==> src/rtl/uart_tx_pkg.sv <==
package uart_tx_pkg;
  localparam int MAX_DATA = 9;
  localparam int FRM_W    = MAX_DATA + 4;
  localparam int CNT_W    = $clog2(FRM_W + 1);

  // control register layout, bit 8 down to bit 0
  typedef struct packed {
    logic       cts_en;
    logic       int_sel;
    logic       ext_sel;
    logic       stop2;
    logic       par_odd;
    logic       par_en;
    logic [1:0] len;
    logic       tx_en;
  } ctl_t;

  function automatic int data_len(input logic [1:0] l);
    return (l == 2'd0) ? 7 : (l == 2'd1) ? 8 : 9;
  endfunction

  function automatic logic par_bit(input logic [MAX_DATA-1:0] d,
                                   input logic [1:0] l, input logic odd);
    logic x;
    int   n;
    x = 1'b0;
    n = data_len(l);
    for (int i = 0; i < MAX_DATA; i++)
      if (i < n) x ^= d[i];
    return odd ? ~x : x;
  endfunction

  function automatic logic [CNT_W-1:0] frame_len(input ctl_t c);
    return CNT_W'(2 + data_len(c.len) + int'(c.par_en) + int'(c.stop2));
  endfunction

  function automatic logic [FRM_W-1:0] build_frame(input logic [MAX_DATA-1:0] d,
                                                   input ctl_t c);
    logic [FRM_W-1:0] f;
    int n;
    n = data_len(c.len);
    f = '1;
    f[0] = 1'b0;
    for (int i = 0; i < MAX_DATA; i++)
      if (i < n) f[i+1] = d[i];
    if (c.par_en) f[n+1] = par_bit(d, c.len, c.par_odd);
    return f;
  endfunction
endpackage

==> src/rtl/uart_clk_src.sv <==
module uart_clk_src (
  input  logic clk,
  input  logic rst_n,
  input  logic ext_sel,
  input  logic int_clk_en,
  input  logic ext_clk,
  output logic src_tick
);
  logic [2:0] ext_sync;
  logic       ext_rise;

  always_ff @(posedge clk or negedge rst_n) begin
    if (!rst_n) ext_sync <= '0;
    else        ext_sync <= {ext_sync[1:0], ext_clk};
  end

  assign ext_rise = ext_sync[1] & ~ext_sync[2];
  assign src_tick = ext_sel ? ext_rise : int_clk_en;
endmodule

==> src/rtl/uart_baud_gen.sv <==
module uart_baud_gen #(
  parameter int DIV_W = 8,
  parameter int OVS   = 16
) (
  input  logic             clk,
  input  logic             rst_n,
  input  logic             src_tick,
  input  logic             restart,
  input  logic [DIV_W-1:0] div_m,
  output logic             bit_tick
);
  localparam int SUB_W = $clog2(OVS);

  logic [DIV_W-1:0] div_cnt;
  logic [SUB_W-1:0] sub_cnt;
  logic             sub_tick;

  assign sub_tick = src_tick && (div_cnt == '0);
  assign bit_tick = sub_tick && (sub_cnt == SUB_W'(OVS - 1));

  always_ff @(posedge clk or negedge rst_n) begin
    if (!rst_n) begin
      div_cnt <= '0;
      sub_cnt <= '0;
    end else if (restart) begin
      div_cnt <= div_m;
      sub_cnt <= '0;
    end else if (src_tick) begin
      if (div_cnt == '0) begin
        div_cnt <= div_m;
        sub_cnt <= (sub_cnt == SUB_W'(OVS - 1)) ? '0 : sub_cnt + 1'b1;
      end else begin
        div_cnt <= div_cnt - 1'b1;
      end
    end
  end


  div_range_chk: assert property (@(posedge clk) disable iff (!rst_n)
    restart |=> (div_cnt == $past(div_m)) && (sub_cnt == '0));
endmodule

==> src/rtl/uart_tx_shift.sv <==
module uart_tx_shift
  import uart_tx_pkg::*;
(
  input  logic             clk,
  input  logic             rst_n,
  input  logic             load,
  input  logic [FRM_W-1:0] frame_in,
  input  logic [CNT_W-1:0] nbits,
  input  logic             bit_tick,
  output logic             txd,
  output logic             busy,
  output logic             frame_done
);
  logic [FRM_W-1:0] shreg;
  logic [CNT_W-1:0] left;

  assign frame_done = busy && bit_tick && (left == CNT_W'(1));
  assign txd        = busy ? shreg[0] : 1'b1;

  always_ff @(posedge clk or negedge rst_n) begin
    if (!rst_n) begin
      shreg <= '1;
      left  <= '0;
      busy  <= 1'b0;
    end else if (load) begin
      shreg <= frame_in;
      left  <= nbits;
      busy  <= 1'b1;
    end else if (busy && bit_tick) begin
      shreg <= {1'b1, shreg[FRM_W-1:1]};
      left  <= left - 1'b1;
      if (left == CNT_W'(1)) busy <= 1'b0;
    end
  end


  frame_hold_chk: assert property (@(posedge clk) disable iff (!rst_n)
    busy && !frame_done |=> busy);

  start_low_chk: assert property (@(posedge clk) disable iff (!rst_n)
    load |=> !txd);

  last_high_chk: assert property (@(posedge clk) disable iff (!rst_n)
    frame_done |-> txd);
endmodule

==> src/rtl/uart_tx_chan.sv <==
module uart_tx_chan
  import uart_tx_pkg::*;
#(
  parameter int DIV_W = 8,
  parameter int OVS   = 16,
  parameter int WR_W  = 9
) (
  input  logic            clk,
  input  logic            rst_n,
  input  logic            wr_en,
  input  logic [1:0]      wr_addr,
  input  logic [WR_W-1:0] wr_data,
  input  logic            int_clk_en,
  input  logic            ext_clk,
  input  logic            cts_n,
  output logic            txd,
  output logic            buf_empty,
  output logic            irq
);
  ctl_t                ctl;
  logic [DIV_W-1:0]    div_m;
  logic [MAX_DATA-1:0] buf_data;
  logic [1:0]          cts_sync;
  logic                cts_ok, start_ok, load_go, data_wr;
  logic                src_tick, bit_tick, busy, frame_done;

  assign data_wr  = wr_en && (wr_addr == 2'd2);
  assign cts_ok   = !ctl.cts_en || !cts_sync[1];
  assign start_ok = ctl.tx_en && !buf_empty && cts_ok;
  assign load_go  = start_ok && (!busy || frame_done);

  always_ff @(posedge clk or negedge rst_n) begin
    if (!rst_n) begin
      ctl       <= '0;
      div_m     <= '0;
      buf_data  <= '0;
      buf_empty <= 1'b1;
      irq       <= 1'b0;
      cts_sync  <= 2'b11;
    end else begin
      cts_sync <= {cts_sync[0], cts_n};
      irq      <= ctl.int_sel ? frame_done : load_go;
      if (wr_en && wr_addr == 2'd0) ctl   <= ctl_t'(wr_data[8:0]);
      if (wr_en && wr_addr == 2'd1) div_m <= wr_data[DIV_W-1:0];
      if (data_wr) begin
        buf_data  <= wr_data[MAX_DATA-1:0];
        buf_empty <= 1'b0;
      end else if (load_go) begin
        buf_empty <= 1'b1;
      end
    end
  end

  uart_clk_src u_src (
    .clk(clk), .rst_n(rst_n), .ext_sel(ctl.ext_sel),
    .int_clk_en(int_clk_en), .ext_clk(ext_clk), .src_tick(src_tick)
  );

  uart_baud_gen #(.DIV_W(DIV_W), .OVS(OVS)) u_baud (
    .clk(clk), .rst_n(rst_n), .src_tick(src_tick), .restart(load_go),
    .div_m(div_m), .bit_tick(bit_tick)
  );

  uart_tx_shift u_shift (
    .clk(clk), .rst_n(rst_n), .load(load_go),
    .frame_in(build_frame(buf_data, ctl)), .nbits(frame_len(ctl)),
    .bit_tick(bit_tick), .txd(txd), .busy(busy), .frame_done(frame_done)
  );


  start_gate_chk: assert property (@(posedge clk) disable iff (!rst_n)
    load_go |-> ctl.tx_en && !buf_empty);

  cts_gate_chk: assert property (@(posedge clk) disable iff (!rst_n)
    load_go && ctl.cts_en |-> !cts_sync[1]);

  handoff_empty_chk: assert property (@(posedge clk) disable iff (!rst_n)
    load_go && !data_wr |=> buf_empty);

  irq_load_chk: assert property (@(posedge clk) disable iff (!rst_n)
    load_go && !ctl.int_sel |=> irq);

  irq_done_chk: assert property (@(posedge clk) disable iff (!rst_n)
    frame_done && ctl.int_sel |=> irq);
endmodule

==> config.mk <==
export PLATFORM = sky130hd
export DESIGN_NAME = uart_tx_chan
export DESIGN_NICKNAME = d
export VERILOG_FILES = /design/src/rtl/uart_tx_pkg.sv /design/src/rtl/uart_clk_src.sv /design/src/rtl/uart_baud_gen.sv /design/src/rtl/uart_tx_shift.sv /design/src/rtl/uart_tx_chan.sv
export SDC_FILE = /design/constraint.sdc
export NUM_CORES = 1
export LEC_CHECK = 0
export CORE_UTILIZATION = 40
export CTS_CLUSTER_SIZE = 24
export DETAILED_ROUTE_END_ITERATION = 7
export GPL_TIMING_DRIVEN = 0
export SETUP_SLACK_MARGIN = 0.02
export SYNTH_ARGS = -nofsm -noshare
export SYNTH_HDL_FRONTEND = slang
export SYNTH_SLANG_ARGS = --single-unit
==> constraint.sdc <==
create_clock -name clk -period 2.9 [get_ports clk]
set_input_delay 0.87 -clock clk [delete_from_list [all_inputs] [get_ports clk]]
set_output_delay 0.87 -clock clk [all_outputs]
set_load 0.02 [all_outputs]
==> out/summary.txt, run 1 <==
Final ANT Viol Nets: 0
Post-synth EDFFs: 0
Max cap viols: 0
FFs w/ async S/R, synth: 100.0%
Initial Utilization: 41.83%
Critical path launch point type: flip-flop
Max FO, Critical Path: 10
Final count of hold timing violations: 0
Layout overhead on the synthesized area: 18.43%
Final setup fails: 0
Critical Path AT: 2910 ps
Clock input transition at the sequential cells of the worst setup and hold paths: 80 ps
Num rows: 31
Finished Cell Area: 0.003651 sq mm
Status: completed
Fin. max-slew vios: 0
DRC violations left: 0
Worst Max-Slew Pin Slew: 1165 ps
Worst hold start: u_src.ext_sync[0]
Top_reg_cell synth: dfrtp_1
Post-CTS Hold Fix Bufs: 0
# clock sinks: 63
Total wire length: 6100 um
Crit. Startpoint: u_baud.div_cnt[4]
Gr ovfl total: 0
Yosys top cell by area: dfrtp_1
CTS tree: built
Die width: 89.79 um
Wire per inst: 15.60 um
H-tree depth: 3
Largest net degree at the start of global routing: 64
Clk_lat worst skew: 340 ps
Fmax: 377.0 MHz
Pleak: 1.542 nW
Post-DP HPWL: 4381 um
TritonCTS buffer count: 9
Gate Count Post-Synth: 254
Antenna Cells: 0
Fin util: 49.54%
Post-CTS Setup Bufs: 0
Post-synthesis sequential area ratio: 51.79%
RSZ-0062 raised after global routing: false
Ys Warns: 0
Synth Area in Simple Gates: 12.54%
Core box area: 0.007370 sq mm
Yosys cell types: 43
Post-Syn Area per Cell: 12.14 sq um
Resize count post-CTS: 0
Starting DRC count in detailed routing: 58
Hold crit path type: flip-flop to flip-flop
Combinational family with the most area after synthesis: multiplexers
Layout cells sized above 1: 29.45%
Minimum period implied by the final worst setup slack: 2652 ps
Number of global-route vias before repair: 2,057
Synth top area share: 38.15%
First-pass DRT Iterations: 4
Max transition margin: 21.13%
Buf+Inv Stages, Crit Path: 3
Worst Clk Skew: 8.733 ps
CTS root buffer: clkbuf_8
Mux share of post-synthesis cell area: 18.47%
Complex-gate fraction of the synthesized area: 7.508%
Global-route wire length before repair: 10,450 um
Filler cells: 695
R2R Path Start: u_baud.div_cnt[4]
Critical path class: flip-flop to flip-flop
Routability cong.: 0.7855
Synth area leaders: dfrtp_1 (38%), mux2_2 (14%), dfstp_2 (14%)
GRT Overall Usage: 16.92%
Area of the mapped netlist: 0.003083 sq mm
Vias/cell: 5.199
Antenna violations before repair: 0
Placed cell area: 0.003395 sq mm
Critical Path RT: 3160 ps
Critical path cell sequence: or4_4 -> or3_1 -> buf_6 -> nor3_4 -> buf_12 -> buf_6 -> mux2_2 -> mux2_4
Cell family with most CP delay: simple AND/OR/NAND/NOR gates
Final period utilization: 91.47%
DR vias: 2,033
Nets: 310
Die height: 89.79 um
Worst vdd ir: 0.0003527 V
Num ports: 20
Syn Nets: 277
Port bufs: 19
Synthesized flop and latch total: 63
CP Capture Type: flip-flop
Synth Area in XOR/XNOR: 4.464%
Post-Synth Adder-Cell Area: 2.679%
CP max stage delay: 560 ps
Die Area: 0.008062 sq mm
Power per cell area: 691.6 mW/mm^2
Crit path top cell by count: buf_6
Crit-path slowest cell: or4_4
Maximum clock path buffer count: 2
[final cells by class]
class | count | area [sq um] | share of cell area (%)
Multi-Input combinational cell | 176 | 1408 | 38.55
Timing Repair Buffer | 22 | 222.7 | 6.100
Sequential cell | 63 | 1597 | 43.73
Buffer | 7 | 48.80 | 1.337
Clock buffer | 9 | 123.9 | 3.393
Tap cell | 99 | 123.9 | 3.393
Clock inverter | 7 | 97.59 | 2.673
Inverter | 8 | 30.03 | 0.8225
[where the power goes]
part | internal, W | total (W) | switching, W | leakage [nW]
clock network | 0.000485 | 0.000844 | 0.000360 | 0.105
registers | 0.00102 | 0.00116 | 0.000138 | 0.733
logic | 0.000278 | 0.000524 | 0.000247 | 0.704
total | 0.00178 | 0.00252 | 0.000744 | 1.54
[layout by cell type, fill, tap and decap left out, types with 3 or more instances in the layout]
cell type	Yosys	final
a21oi_1	16	16
buf_4	0	3
buf_6	3	3
clkbuf_1	4	4
clkbuf_8	0	9
clkdlybuf4s50_1	0	18
dfrtp_1	47	47
dfstp_2	16	16
ha_1	5	5
inv_1	8	8
mux2_2	39	39
mux2_4	4	4
mux2i_1	7	7
nand2_1	16	16
nand2b_1	4	4
nand3_1	9	9
nand3b_1	3	3
nand4_1	5	5
nor2_1	8	8
nor3_1	6	6
nor3b_1	3	3
o21ai_0	7	7
or3_1	6	6
xnor2_1	10	10
xor2_1	3	3
[final timing paths]
check	end	cells after the start	slack, ps
max	u_shift.shreg[8]	8	250
min	u_src.ext_sync[1]	0	350
max reg2reg	u_shift.shreg[8]	8	250
min reg2reg	u_src.ext_sync[1]	0	350
max in group asynchronous	div_m[5]	1	1750
min in group asynchronous	u_shift.left[0]	1	630
[cell families after synthesis]
group | after synthesis
AOI/OAI and AO/OA | 36
xor gates and xnor gates | 14
adders and majority gates | 6
buffers and inverters | 15
DFF | 63
muxes | 50
and+or+nand+nor | 70
[routing by layer]
metal	track usage, %	part of all wire [%]	up-vias
met5	0	0	-
met4	6.148	1.4	0
met3	3.807	2.9	9
met2	25.13	46	36
met1	24.21	50	1005
li1	-	-	983
[sequential cells by signal (all words and copies together), names as in the netlist]
| signal | count |
|---|---|
| u_shift.shreg | 13 |
| irq | 1 |
| u_baud.sub_cnt | 4 |
| u_src.ext_sync | 3 |
| div_m | 8 |
| buf_empty | 1 |
| u_baud.div_cnt | 8 |
| buf_data | 9 |
| u_shift.busy | 1 |
| cts_sync | 2 |
| ctl | 9 |
| u_shift.left | 4 |
[synth_stat cells (2+ instances only)]
cell type,count
a211oi_1,2
a31oi_1,2
nor3b_1,3
nand2b_1,4
xor2_1,3
nor3_1,6
dfrtp_1,47
mux2i_1,7
xnor2_1,10
mux2_2,39
inv_1,8
o2bb2ai_1,2
mux2_4,4
nor4_1,2
buf_6,3
ha_1,5
nor2_1,8
nand3_1,9
a21oi_1,16
clkbuf_1,4
or3_1,6
dfstp_2,16
nand4_1,5
nand2_1,16
nand3b_1,3
o21ai_0,7
[per-stage QoR]
stage	hold WS, ps	cells	TNS (ps)	power [W]	setup slack [ps]
floorplan	331.2	254	0	0.001541	271.3
detailed placement	338.5	372	-765.7	0.001699	-176.6
global placement	332.5	372	-61110	0.001683	-1148
finish	352.1	391	0	0.002525	247.5
CTS	356.5	388	0	0.002546	37.69
global route	364.7	391	0	0.002681	109.1
(Power assumes the default switching activity.)
==> run 2, diff against run 1 <==
Settings changed: CTS_CLUSTER_SIZE 24 to 25.
==> results of run 2 <==
No change in the layout: final DEF, timing and power equal those of run 1.
==> run 3, diff against run 2 <==
Settings changed: CAP_MARGIN set to 40.
==> run 3 against run 2 <==
Combinational power about the same. Maximum frequency grew 0.38%. Setup slack gained 10 ps. Global-route usage increased by 0.15 points. Critical path depth unchanged. Largest cell class unchanged. First-iteration DRC count increased by 98%. Critical endpoint unchanged. Hold slack about the same.
==> out/summary.txt, run 3 (synthesis gave the netlist of run 1 again) <==
Vias/cell: 5.253
Top reg by flops: u_shift.shreg
Num rows: 31
Critical Path RT: 3180 ps
Largest register FFs: 13
Minimum period implied by the final worst setup slack: 2642 ps
Worst Clk Skew: 13.94 ps
Global-route wire length before repair: 10,330 um
Starting DRC count in detailed routing: 115
Commonest non-fill, non-tap cell in the layout: dfrtp_1
Gr ovfl total: 0
Filler cells: 660
Finished Cell Area: 0.003655 sq mm
Layout cells sized above 1: 29.69%
Pleak: 1.555 nW
Initial Utilization: 41.83%
Critical Path AT: 2920 ps
# clock sinks: 63
CP max stage delay: 560 ps
Wire per inst: 15.60 um
CTS tree: built
First-pass DRT Iterations: 4
Final ANT Viol Nets: 0
DRC violations left: 0
Die width: 89.79 um
Final count of hold timing violations: 0
Placed cell area: 0.003400 sq mm
Hold crit path type: flip-flop to flip-flop
Cell family with most CP delay: simple AND/OR/NAND/NOR gates
Antenna violations before repair: 0
Biggest regs: u_shift.shreg: 13 flops, buf_data: 9 flops, ctl: 9 flops
Max FO, Critical Path: 10
TritonCTS buffer count: 9
Post-DP HPWL: 4370 um
Antenna Cells: 0
CTS root buffer: clkbuf_8
Core box area: 0.007370 sq mm
Final period utilization: 91.12%
Critical path cell sequence: or4_4 -> or3_1 -> buf_6 -> nor3_4 -> buf_12 -> buf_6 -> mux2_2 -> mux2_4
Max transition margin: 42.97%
Worst vdd ir: 0.0003907 V
Crit-path slowest cell: or4_4
Port bufs: 19
Status: completed
Hold_ws: 352.1 ps
Nets: 311
Largest net degree at the start of global routing: 64
Final setup fails: 0
Maximum clock path buffer count: 2
Resize count post-CTS: 0
RSZ-0062 raised after global routing: false
Fmax: 378.4 MHz
Max cap viols: 0
CP Capture Type: flip-flop
Fin. max-slew vios: 0
Layout overhead on the synthesized area: 18.55%
Die Area: 0.008062 sq mm
Post-CTS Hold Fix Bufs: 0
Routability cong.: 0.7855
Buf+Inv Stages, Crit Path: 3
Total wire length: 6116 um
Worst Max-Slew Pin Slew: 848.9 ps
DR vias: 2,059
Num ports: 20
Die height: 89.79 um
Crit path top cell by count: buf_6
Clock input transition at the sequential cells of the worst setup and hold paths: 70 ps
H-tree depth: 3
Power per cell area: 693.3 mW/mm^2
Critical path launch point type: flip-flop
GRT Overall Usage: 17.07%
Total power: 0.002534 W
Critical path class: flip-flop to flip-flop
Number of global-route vias before repair: 2,053
Most frequent cells in the layout: dfrtp_1 (47), mux2_2 (39), clkdlybuf4s50_1 (18)
Clk_lat worst skew: 350 ps
-- run 3: cell count changes in the layout (fill, tap and decap cells not counted) --
cell,before,now
buf_2,0,1
clkinvlp_4,2,0
inv_6,0,1
clkinv_2,1,2
-- run 3: repair_timing --
action,4_1_cts,5_1_grt
setup buffers,0,3
endpoints found under the setup margin,0,3
hold endpoints to repair,0,0
-- run 3: power by group --
group	internal (W)	total (W)	switching (W)
Combinational	0.000278	0.000525	0.000247
Sequential	0.00102	0.00115	0.000136
Clock	0.000486	0.000855	0.000368
Total	0.00178	0.00253	0.000751
-- run 3: final cells by class --
type	count	area, sq um	area share [%]
flip-flops and latches	63	1597	43.68
multi-input cells	176	1408	38.51
repair buffers	23	227.7	6.231
clock buffers	9	123.9	3.389
well taps	99	123.9	3.389
clock inverters	7	96.34	2.636
plain buffers	7	48.80	1.335
inverters	8	30.03	0.8216
-- run 3: final timing paths --
path / start / end / slack (ps) / depth (start not counted)
min in group asynchronous: rst_n / irq / 600 / 1
max in group asynchronous: rst_n / buf_data[8] / 1770 / 1
min reg2reg: u_src.ext_sync[0] / u_src.ext_sync[1] / 350 / 0
max reg2reg: u_baud.div_cnt[4] / u_shift.shreg[8] / 260 / 8
min: u_src.ext_sync[0] / u_src.ext_sync[1] / 350 / 0
max: u_baud.div_cnt[4] / u_shift.shreg[8] / 260 / 8
-- run 3: routing by layer --
layer	global-route usage, %	up-vias	share of wire, %
li1	-	992	-
met3	3.976	9	2.9
met1	23.33	1024	50
met5	0	-	0
met2	25.38	34	45
met4	8.607	0	2.0
-- run 3: through the flow --
stage                     util [%]  setup slack [ps]  std cells  TNS [ps]
after floorplan                  -             271.3        254         0
after global placement       46.10             -1148        372    -61110
after detailed placement     46.13            -174.4        373    -743.6
after CTS                    49.12             50.17        389         0
after global routing         49.59             97.13        392         0
final                        49.59             257.6        392         0
